--- src/rtl/owm_pkg.sv ---
package owm_pkg;
    localparam int REG_W  = 8;
    localparam int ADDR_W = 3;
    localparam int FLAG_W = 6;

    localparam logic [ADDR_W-1:0] OFS_CMD  = 3'd0;
    localparam logic [ADDR_W-1:0] OFS_DATA = 3'd1;
    localparam logic [ADDR_W-1:0] OFS_STAT = 3'd2;
    localparam logic [ADDR_W-1:0] OFS_IEN  = 3'd3;
    localparam logic [ADDR_W-1:0] OFS_DIV  = 3'd4;
    localparam logic [ADDR_W-1:0] OFS_CTRL = 3'd5;

    // status flag positions
    localparam int F_PD   = 0;
    localparam int F_PRES = 1;
    localparam int F_TBE  = 2;
    localparam int F_TSE  = 3;
    localparam int F_RBF  = 4;
    localparam int F_RSF  = 5;

    localparam logic [FLAG_W-1:0] FLAGS_IDLE = 6'b001100;

    typedef enum logic [1:0] {
        ST_IDLE  = 2'd0,
        ST_RESET = 2'd1,
        ST_BYTE  = 2'd2
    } job_state_t;
endpackage

--- src/rtl/owm_job_fsm.sv ---
module owm_job_fsm
    import owm_pkg::*;
(
    input  logic clk,
    input  logic rst_n,
    input  logic soft_rst,
    input  logic reset_req,
    input  logic tx_full,
    input  logic eng_done,
    output logic eng_start,
    output logic eng_reset_job,
    output logic eng_abort,
    output logic load_tx,
    output logic reset_done,
    output logic byte_done,
    output logic busy,
    output logic busy_reset
);
    job_state_t state_q, state_d;

    always_ff @(posedge clk or negedge rst_n) begin
        if (!rst_n) state_q <= ST_IDLE;
        else        state_q <= state_d;
    end

    always_comb begin
        state_d = state_q;
        unique case (state_q)
            ST_IDLE: begin
                if (soft_rst)       state_d = ST_IDLE;
                else if (reset_req) state_d = ST_RESET;
                else if (tx_full)   state_d = ST_BYTE;
            end
            ST_RESET: if (soft_rst || eng_done) state_d = ST_IDLE;
            ST_BYTE:  if (soft_rst || eng_done) state_d = ST_IDLE;
            default:  state_d = ST_IDLE;
        endcase
    end

    always_comb begin
        eng_start     = 1'b0;
        eng_reset_job = 1'b0;
        eng_abort     = 1'b0;
        load_tx       = 1'b0;
        reset_done    = 1'b0;
        byte_done     = 1'b0;
        unique case (state_q)
            ST_IDLE: begin
                eng_start     = !soft_rst && (reset_req || tx_full);
                eng_reset_job = !soft_rst && reset_req;
                load_tx       = !soft_rst && !reset_req && tx_full;
            end
            ST_RESET: begin
                eng_abort  = soft_rst;
                reset_done = eng_done && !soft_rst;
            end
            ST_BYTE: begin
                eng_abort = soft_rst;
                byte_done = eng_done && !soft_rst;
            end
            default: ;
        endcase
    end

    assign busy       = (state_q != ST_IDLE);
    assign busy_reset = (state_q == ST_RESET);
endmodule

--- src/rtl/owm_irq_ctl.sv ---
module owm_irq_ctl (
    input  logic clk,
    input  logic rst_n,
    input  logic raise,
    input  logic ack,
    input  logic drop,
    input  logic active_high,
    output logic intr
);
    logic pend_q;

    always_ff @(posedge clk or negedge rst_n) begin
        if (!rst_n)     pend_q <= 1'b0;
        else if (drop)  pend_q <= 1'b0;
        else if (raise) pend_q <= 1'b1;
        else if (ack)   pend_q <= 1'b0;
    end

    assign intr = active_high ? pend_q : ~pend_q;
endmodule

--- src/rtl/owm_regif.sv ---
module owm_regif
    import owm_pkg::*;
(
    input  logic              clk,
    input  logic              rst_n,
    input  logic [ADDR_W-1:0] reg_addr,
    input  logic              reg_wr,
    input  logic              reg_rd,
    input  logic [REG_W-1:0]  reg_wdata,
    output logic [REG_W-1:0]  reg_rdata,
    output logic              intr,
    output logic              eng_start,
    output logic              eng_reset_job,
    output logic [REG_W-1:0]  eng_tx_byte,
    output logic              eng_abort,
    input  logic              eng_done,
    input  logic              eng_no_slave,
    input  logic [REG_W-1:0]  eng_rx_byte,
    input  logic              bus_level,
    output logic              bus_force_low,
    output logic              search_mode,
    output logic              overdrive,
    output logic [REG_W-1:0]  clk_div,
    output logic [REG_W-1:0]  ctrl
);
    logic [FLAG_W-1:0] flags_q, flags_d;
    logic [REG_W-1:0]  txbuf_q, rxbuf_q, rxbuf_d, rxsh_q, rxsh_d;
    logic [REG_W-1:0]  ien_q, div_q, ctrl_q;
    logic [4:0]        cmd_keep_q;   // command bits 7,6,4,2,1
    logic cmd_wr, data_wr, data_rd, stat_rd;
    logic soft_rst, reset_req;
    logic load_tx, reset_done, byte_done, busy, busy_reset;
    logic [FLAG_W-1:0] arm_mask, rise;

    assign cmd_wr    = reg_wr && (reg_addr == OFS_CMD);
    assign data_wr   = reg_wr && (reg_addr == OFS_DATA);
    assign data_rd   = reg_rd && (reg_addr == OFS_DATA);
    assign stat_rd   = reg_rd && (reg_addr == OFS_STAT);
    assign soft_rst  = cmd_wr && reg_wdata[5];
    assign reset_req = cmd_wr && reg_wdata[0];

    owm_job_fsm u_fsm (
        .clk(clk), .rst_n(rst_n), .soft_rst(soft_rst), .reset_req(reset_req),
        .tx_full(!flags_q[F_TBE]), .eng_done(eng_done),
        .eng_start(eng_start), .eng_reset_job(eng_reset_job), .eng_abort(eng_abort),
        .load_tx(load_tx), .reset_done(reset_done), .byte_done(byte_done),
        .busy(busy), .busy_reset(busy_reset)
    );

    always_comb begin
        flags_d = flags_q;
        rxbuf_d = rxbuf_q;
        rxsh_d  = rxsh_q;
        if (stat_rd) flags_d[F_PD] = 1'b0;
        if (load_tx) begin
            flags_d[F_TBE] = 1'b1;
            flags_d[F_TSE] = 1'b0;
        end
        if (data_wr) flags_d[F_TBE] = 1'b0;
        if (reset_done) begin
            flags_d[F_PD]   = 1'b1;
            flags_d[F_PRES] = eng_no_slave;
        end
        if (data_rd) begin
            if (flags_q[F_RSF]) begin
                rxbuf_d        = rxsh_q;
                flags_d[F_RSF] = 1'b0;
            end else begin
                flags_d[F_RBF] = 1'b0;
            end
        end
        if (byte_done) begin
            flags_d[F_TSE] = 1'b1;
            if (!flags_d[F_RBF]) begin
                rxbuf_d        = eng_rx_byte;
                flags_d[F_RBF] = 1'b1;
            end else begin
                rxsh_d         = eng_rx_byte;
                flags_d[F_RSF] = 1'b1;
            end
        end
        if (soft_rst) flags_d = FLAGS_IDLE;
    end

    always_ff @(posedge clk or negedge rst_n) begin
        if (!rst_n) begin
            flags_q    <= FLAGS_IDLE;
            txbuf_q    <= '0;
            rxbuf_q    <= '0;
            rxsh_q     <= '0;
            ien_q      <= '0;
            div_q      <= '0;
            ctrl_q     <= '0;
            cmd_keep_q <= '0;
        end else begin
            flags_q <= flags_d;
            rxbuf_q <= rxbuf_d;
            rxsh_q  <= rxsh_d;
            if (data_wr) txbuf_q <= reg_wdata;
            if (cmd_wr)  cmd_keep_q <= {reg_wdata[7], reg_wdata[6], reg_wdata[4],
                                        reg_wdata[2], reg_wdata[1]};
            if (reg_wr && reg_addr == OFS_IEN)  ien_q  <= reg_wdata;
            if (reg_wr && reg_addr == OFS_DIV)  div_q  <= reg_wdata;
            if (reg_wr && reg_addr == OFS_CTRL) ctrl_q <= reg_wdata;
        end
    end

    // enable bit i arms flag i, except bit 1 which is polarity
    generate
        for (genvar i = 0; i < FLAG_W; i++) begin : g_arm
            if (i == F_PRES) begin : g_pol
                assign arm_mask[i] = 1'b0;
            end else begin : g_en
                assign arm_mask[i] = ien_q[i];
            end
        end
    endgenerate

    assign rise = flags_d & ~flags_q & arm_mask;

    owm_irq_ctl u_irq (
        .clk(clk), .rst_n(rst_n), .raise(|rise), .ack(stat_rd),
        .drop(soft_rst), .active_high(ien_q[1]), .intr(intr)
    );

    always_comb begin
        unique case (reg_addr)
            OFS_CMD:  reg_rdata = {cmd_keep_q[4], cmd_keep_q[3], 1'b0, cmd_keep_q[2],
                                   bus_level, cmd_keep_q[1], cmd_keep_q[0], busy_reset};
            OFS_DATA: reg_rdata = rxbuf_q;
            OFS_STAT: reg_rdata = {{(REG_W-FLAG_W){1'b0}}, flags_q};
            OFS_IEN:  reg_rdata = ien_q;
            OFS_DIV:  reg_rdata = div_q;
            OFS_CTRL: reg_rdata = ctrl_q;
            default:  reg_rdata = '0;
        endcase
    end

    assign eng_tx_byte   = txbuf_q;
    assign bus_force_low = cmd_keep_q[1] && ien_q[6];
    assign search_mode   = cmd_keep_q[0];
    assign overdrive     = cmd_keep_q[4];
    assign clk_div       = div_q;
    assign ctrl          = ctrl_q;
endmodule

--- config.mk ---
export PLATFORM = sky130hd
export DESIGN_NAME = owm_regif
export DESIGN_NICKNAME = d
export VERILOG_FILES = /design/src/rtl/owm_pkg.sv /design/src/rtl/owm_job_fsm.sv /design/src/rtl/owm_irq_ctl.sv /design/src/rtl/owm_regif.sv
export SDC_FILE = /design/constraint.sdc
export NUM_CORES = 1
export LEC_CHECK = 0
export BUFFER_PORTS_ARGS = -buffer_cell sky130_fd_sc_hd__buf_2
export CAP_MARGIN = 5
export CORE_ASPECT_RATIO = 0.5
export CORE_MARGIN = 2
export CORE_UTILIZATION = 58
export DETAILED_ROUTE_END_ITERATION = 12
export HOLD_SLACK_MARGIN = 0.06
export MAX_ROUTING_LAYER = met4
export PLACE_DENSITY = 0.84
export SLEW_MARGIN = 10
export SYNTH_ARGS = -nofsm -noshare
export SYNTH_HDL_FRONTEND = slang
export SYNTH_SLANG_ARGS = --single-unit
--- constraint.sdc ---
create_clock -name clk -period 2.3 [get_ports clk]
set_input_delay 0.345 -clock clk [delete_from_list [all_inputs] [get_ports clk]]
set_output_delay 0.345 -clock clk [all_outputs]
set_load 0.05 [all_outputs]
# After elaboration in Yosys (flattened, before gate mapping)

Index checks and enable logic that the tools add are counted.

Logic and storage cells: 79
Output and inout port bits: 39
Bits in registers: 62
Input port bits: 26

Muxes and demuxes: 29
Reductions and logical operators: 27
Eq/ne operators: 9
Bitwise gates (word level): 4

Operators by type and width:

| operator                                               | number |
|---|---|
| case mux 8 bit (6 select lines)                        | 1 |
| two-way mux 8 bit                                      | 4 |
| logical AND 1 bit                                      | 15 |
| two-way mux 1 bit                                      | 14 |
| two-way mux 2 bit                                      | 7 |
| AND 6 bit                                              | 2 |
| == test 3 x 2 -> 1 bit (second input constant)         | 2 |
| == test 3 bit (second input constant)                  | 2 |
| two-way mux 6 bit                                      | 1 |
| NOT 6 bit                                              | 1 |
| OR reduction 6 bit                                     | 1 |
| inequality test 4 x 2 -> 1 bit (second input constant) | 1 |
| case mux 2 bit (2 select lines)                        | 1 |
| AND reduction 2 bit                                    | 2 |
| == test 3 x 1 -> 1 bit (second input constant)         | 1 |
| zero test 1 bit                                        | 3 |
| zero test 3 bit                                        | 1 |
| two-way mux 3 bit                                      | 1 |
| nonzero test 3 bit                                     | 1 |
| == test 2 x 1 -> 1 bit (second input constant)         | 1 |
| == test 2 bit (second input constant)                  | 1 |
| zero test 2 bit                                        | 1 |
| logical OR 1 bit                                       | 2 |
| inequality test 2 x 1 -> 1 bit (second input constant) | 1 |
| other kinds (2)                                        | 2 |

# Logic depth before layout (Yosys ltp)

Depth in word-level cells: 15
Mapped depth: 6

# Modules after synthesis

Synthesis repeated with hierarchy kept, for this count alone.

Cells, all modules: 258
Area total of the unflattened synthesis: 3160.5 µm²

By module, submodules not included:

| module      | instances | area an instance (µm²) | cells an instance |
|---|---|---|---|
| owm_regif   | 1         | 2910.3                 | 230 |
| owm_job_fsm | 1         | 197.7                  | 23 |
| owm_irq_ctl | 1         | 52.6                   | 5 |

# Least setup slack after synthesis

No wires, ideal clock.

Path kind: input port to output port
Start: input reg_addr[1]
End: output eng_reset_job
Data required time: 1.955 ns
Cell stages on the path: 3
Setup slack: -0.251 ns
Arrival: 2.206 ns
Cells stage by stage: nor4b_4 > nand2_1 > nor3b_1

Word-level cells in the longest chain between the ends: 6

Ends and longest elaborated chain:

| item                | line              | RTL |
|---|---|---|
| from (decl)         | owm_regif.sv:6    | `input logic [ADDR_W-1:0] reg_addr,` |
| zero test 3 bit *   | owm_regif.sv:35   | `assign cmd_wr = reg_wr && (reg_addr == OFS_CMD);` |
| logical AND 1 bit * | owm_regif.sv:35   |  |
| logical AND 1 bit   | owm_regif.sv:39   | `assign soft_rst = cmd_wr && reg_wdata[5];` |
| zero test 1 bit     | owm_job_fsm.sv:50 | `eng_reset_job = !soft_rst && reset_req;` |
| logical AND 1 bit * | owm_job_fsm.sv:50 |  |
| two-way mux 1 bit * | owm_job_fsm.sv:47 | `unique case (state_q)` |
| to (decl)           | owm_regif.sv:13   | `output logic eng_reset_job,` |

Every way passes the cells marked *; elsewhere a longest branch is shown, timed or not.

# Worst setup path in the final report

Start: register u_fsm.state_q[1]
End: output reg_rdata[0]

Word-level cells in the longest chain between the ends: 2

Ends and longest elaborated chain:

| item                            | line              | RTL |
|---|---|---|
| from (decl)                     | owm_job_fsm.sv:19 | `job_state_t state_q, state_d;` |
| from (signal assigned)          | owm_job_fsm.sv:23 | `else state_q <= state_d;` |
| == test 2 x 1 -> 1 bit          | owm_job_fsm.sv:66 | `assign busy_reset = (state_q == ST_RESET);` |
| case mux 8 bit (6 select lines) | owm_regif.sv:127  | `unique case (reg_addr)` |
| to (decl)                       | owm_regif.sv:10   | `output logic [REG_W-1:0] reg_rdata,` |

No other way between the ends.

==> flow_metrics.tcl <==
set metrics [dict create \
    synth_adder_area_share_pct 1.227 \
    start_util_pct 61.19 \
    numCtsBuffers 9 \
    ys_warn_count 0 \
    syn-cell-area_sq_um 3059 \
    ant_nets 0 \
    cellPowerDensity_nw_per_um2 1125 \
    insertion_delay_ns 0.34 \
    avgViaCountPerCell 5.814 \
    drive_above_1_share_pct 53.21 \
    ir_drop_mv 0.6805 \
    cts_tree "done" \
    drt_first_pass_iters 4 \
    antenna_cells 0 \
    grt_pass1_vias 2282 \
    hold_viol 0 \
    fin_crit_ns 2.155 \
    setup_tns_ns 0 \
    cts_resized 0 \
    synth.largest_area_cell "dfrtp_1" \
    rsz0062_at_grt "no" \
    synth_top_family_by_area "multiplexers" \
    skew_ns 0.007252 \
    synth-simple-area-share_pct 9.980 \
    die_w_microns 106.7 \
    fillers 349 \
    synthTopCellsByArea "dfrtp_1 49%, mux2_2 22%, mux4_2 4.4%, mux2i_1 2.0%, dfstp_2 1.7%" \
    setup_viol_count_final 0 \
    vias 2221 \
    port_buffers 64 \
    grt_first_pass_wirelength_mm 11.98 \
    clockBufferDepth 2 \
    yosys-mux-area-fraction_pct 29.57 \
    finalMaxSlewViolations 0 \
    clk_pin_slew_ns 0.07 \
    drc 0 \
    p_leak_nw 1.710 \
    cp_max_fo 3 \
    areaGrowthSynthToFinish_pct 22.37 \
    netlist.area_leader.share_pct 49.08 \
    crit_required_ns 1.96 \
    synth-async-reset-ratio_pct 100.0 \
    final_cell_mix "64 x buf_2, 61 x mux2_2, 60 x dfrtp_1" \
    htree_levels 3 \
    avgSynthCellArea_sq_um 13.30 \
    seq_area_frac_synth_pct 50.80 \
    tightest_slew_ns 0.6229 \
    synth_cell_types 45 \
    worst-setup-path-type "register to output port" \
    gp_congestion 0.9805 \
    r2r_start "u_fsm.state_q[0]" \
    wirelength_mm 7.190 \
    antenna_found_initial 0 \
    power_mw 4.211 \
    cts.sinks 62 \
    post_cts_buffers 0 \
    cts.hold.buffers_added 1 \
    hp-class "input port to register" \
    synthCells 230 \
    rows 18 \
    grt_max_degree 36 \
    cap_violations 0 \
    end_kind "output port" \
    ios 65 \
    dieArea_sq_um 5907 \
    synth_nets 259 \
    first_iter_violations 121 \
    ys_ff_latch 62 \
    wl_per_cell_microns 18.82 \
    cts_root_buffer "clkbuf_8" \
    startpoint "u_fsm.state_q[1]" \
    hpwl_mm 5.230 \
    worstPathArrival_ns 1.81 \
    ys.flop_type "dfrtp_1" \
    hp-start "eng_rx_byte[0]" \
    grt_usage_pct 27.60 \
    synth-edff-count 0 \
    die_h_microns 55.36 \
    coreArea_sq_um 5000 \
    max_freq_mhz 464.1 \
    synth_xor_area_share_pct 0.2863 \
    fin_nets 336 \
    max-slew-margin-rel_pct 58.47 \
    grt_remaining_overflow 0 \
    startpoint_type "register" \
    mostFrequentLayoutCell "buf_2" \
    synth_compound_area_share_pct 5.726 \
    fin_crit_sh_pct 93.68 \
    outcome "complete, no violations" \
]
[synth_stat cells, types with 2 or more instances]
cell,count
nand4bb_1,2
a31oi_1,3
inv_1,8
a21oi_1,6
nor3b_1,3
nor4bb_1,2
ha_1,3
buf_2,5
mux2_2,61
mux4_2,6
a22oi_1,2
o21ai_0,3
mux2i_1,6
nand2b_1,3
clkbuf_1,2
dfrtp_1,60
and2_1,2
o22ai_1,8
nor2b_1,2
dfstp_2,2
nor2_1,2
mux2_1,2
nand3_1,2
nand2_1,14
[flip-flops by register name, indices dropped and copies added, names as in the netlist]
| register | flops |
|---|---|
| clk_div | 8 |
| ctrl | 8 |
| eng_tx_byte | 8 |
| ien_q | 8 |
| rxbuf_q | 8 |
| rxsh_q | 8 |
| flags_q | 6 |
| cmd_keep_q | 5 |
| u_fsm.state_q | 2 |
| u_irq.pend_q | 1 |
[area by class of cell]
| class | count | area [sq um] | share of cell area (%) |
|---|---|---|---|
| multi-input combinational | 151 | 1443 | 38.54 |
| tap | 70 | 87.58 | 2.340 |
| sequential | 62 | 1554 | 41.51 |
| timing repair buffer | 75 | 430.4 | 11.50 |
| clock inverter | 7 | 75.07 | 2.005 |
| clock buffer | 9 | 123.9 | 3.309 |
| inverter | 8 | 30.03 | 0.8021 |
[critical path, cell delays in order (launching register included)]
cell and delay, ns:
dfrtp_1 0.36, inv_1 0.08, ha_1 0.23, mux4_2 0.46, inv_1 0.07, o22ai_1 0.07, buf_2 0.22
[layer usage]
layer | global-route usage [%] | vias to the layer above | share of wire (%) | wire length, microns
li1 | - | 1007 | - | -
met1 | 37.85 | 1120 | 44 | 3196
met2 | 40.31 | 81 | 47 | 3369
met3 | 6.494 | 13 | 7.0 | 500
met4 | 10.76 | 0 | 1.7 | 123
met5 | - | - | 0 | 0
[through the flow]
step                      util [%]  setup slack [ns]  cells  hold WS (ns)  area, sq um
after floorplan                  -            0.1125    230       0.04941         3064
after global placement       70.70            0.2591    365        0.3839         3535
after detailed placement     70.70            0.1943    365        0.3982         3535
after CTS                    74.87            0.1376    382        0.2475         3744
after global routing         74.87           0.09384    382        0.2499         3744
final                        74.87            0.1454    382        0.2500         3744
[final timing paths]
kind	end	slack (ns)	depth (start not counted)
worst max-delay path	reg_rdata[0]	0.15	6
max in group asynchronous	flags_q[2]	1.07	3
min in group asynchronous	rxsh_q[2]	0.56	2
worst min-delay path	rxsh_q[0]	0.25	2
worst max register to register	rxsh_q[5]	0.43	5
worst min register to register	rxsh_q[0]	0.49	1
[logic make-up (layout without fill, tap and decap cells)]
group	after synthesis	in the layout
adders and majority gates	3	3
buffers and inverters	17	99
muxes	75	75
xor gates and xnor gates	1	1
and+or+nand+nor	44	44
AOI/OAI and AO/OA	28	28
DFF	62	62
[where the power goes]
| group | switching [mW] | total [mW] | internal (mW) |
|---|---|---|---|
| Combinational | 0.956 | 1.57 | 0.611 |
| Sequential | 0.256 | 1.70 | 1.44 |
| Clock | 0.445 | 0.946 | 0.501 |
| Total | 1.66 | 4.21 | 2.55 |
Note: power is estimated with default switching activity, not from simulation.
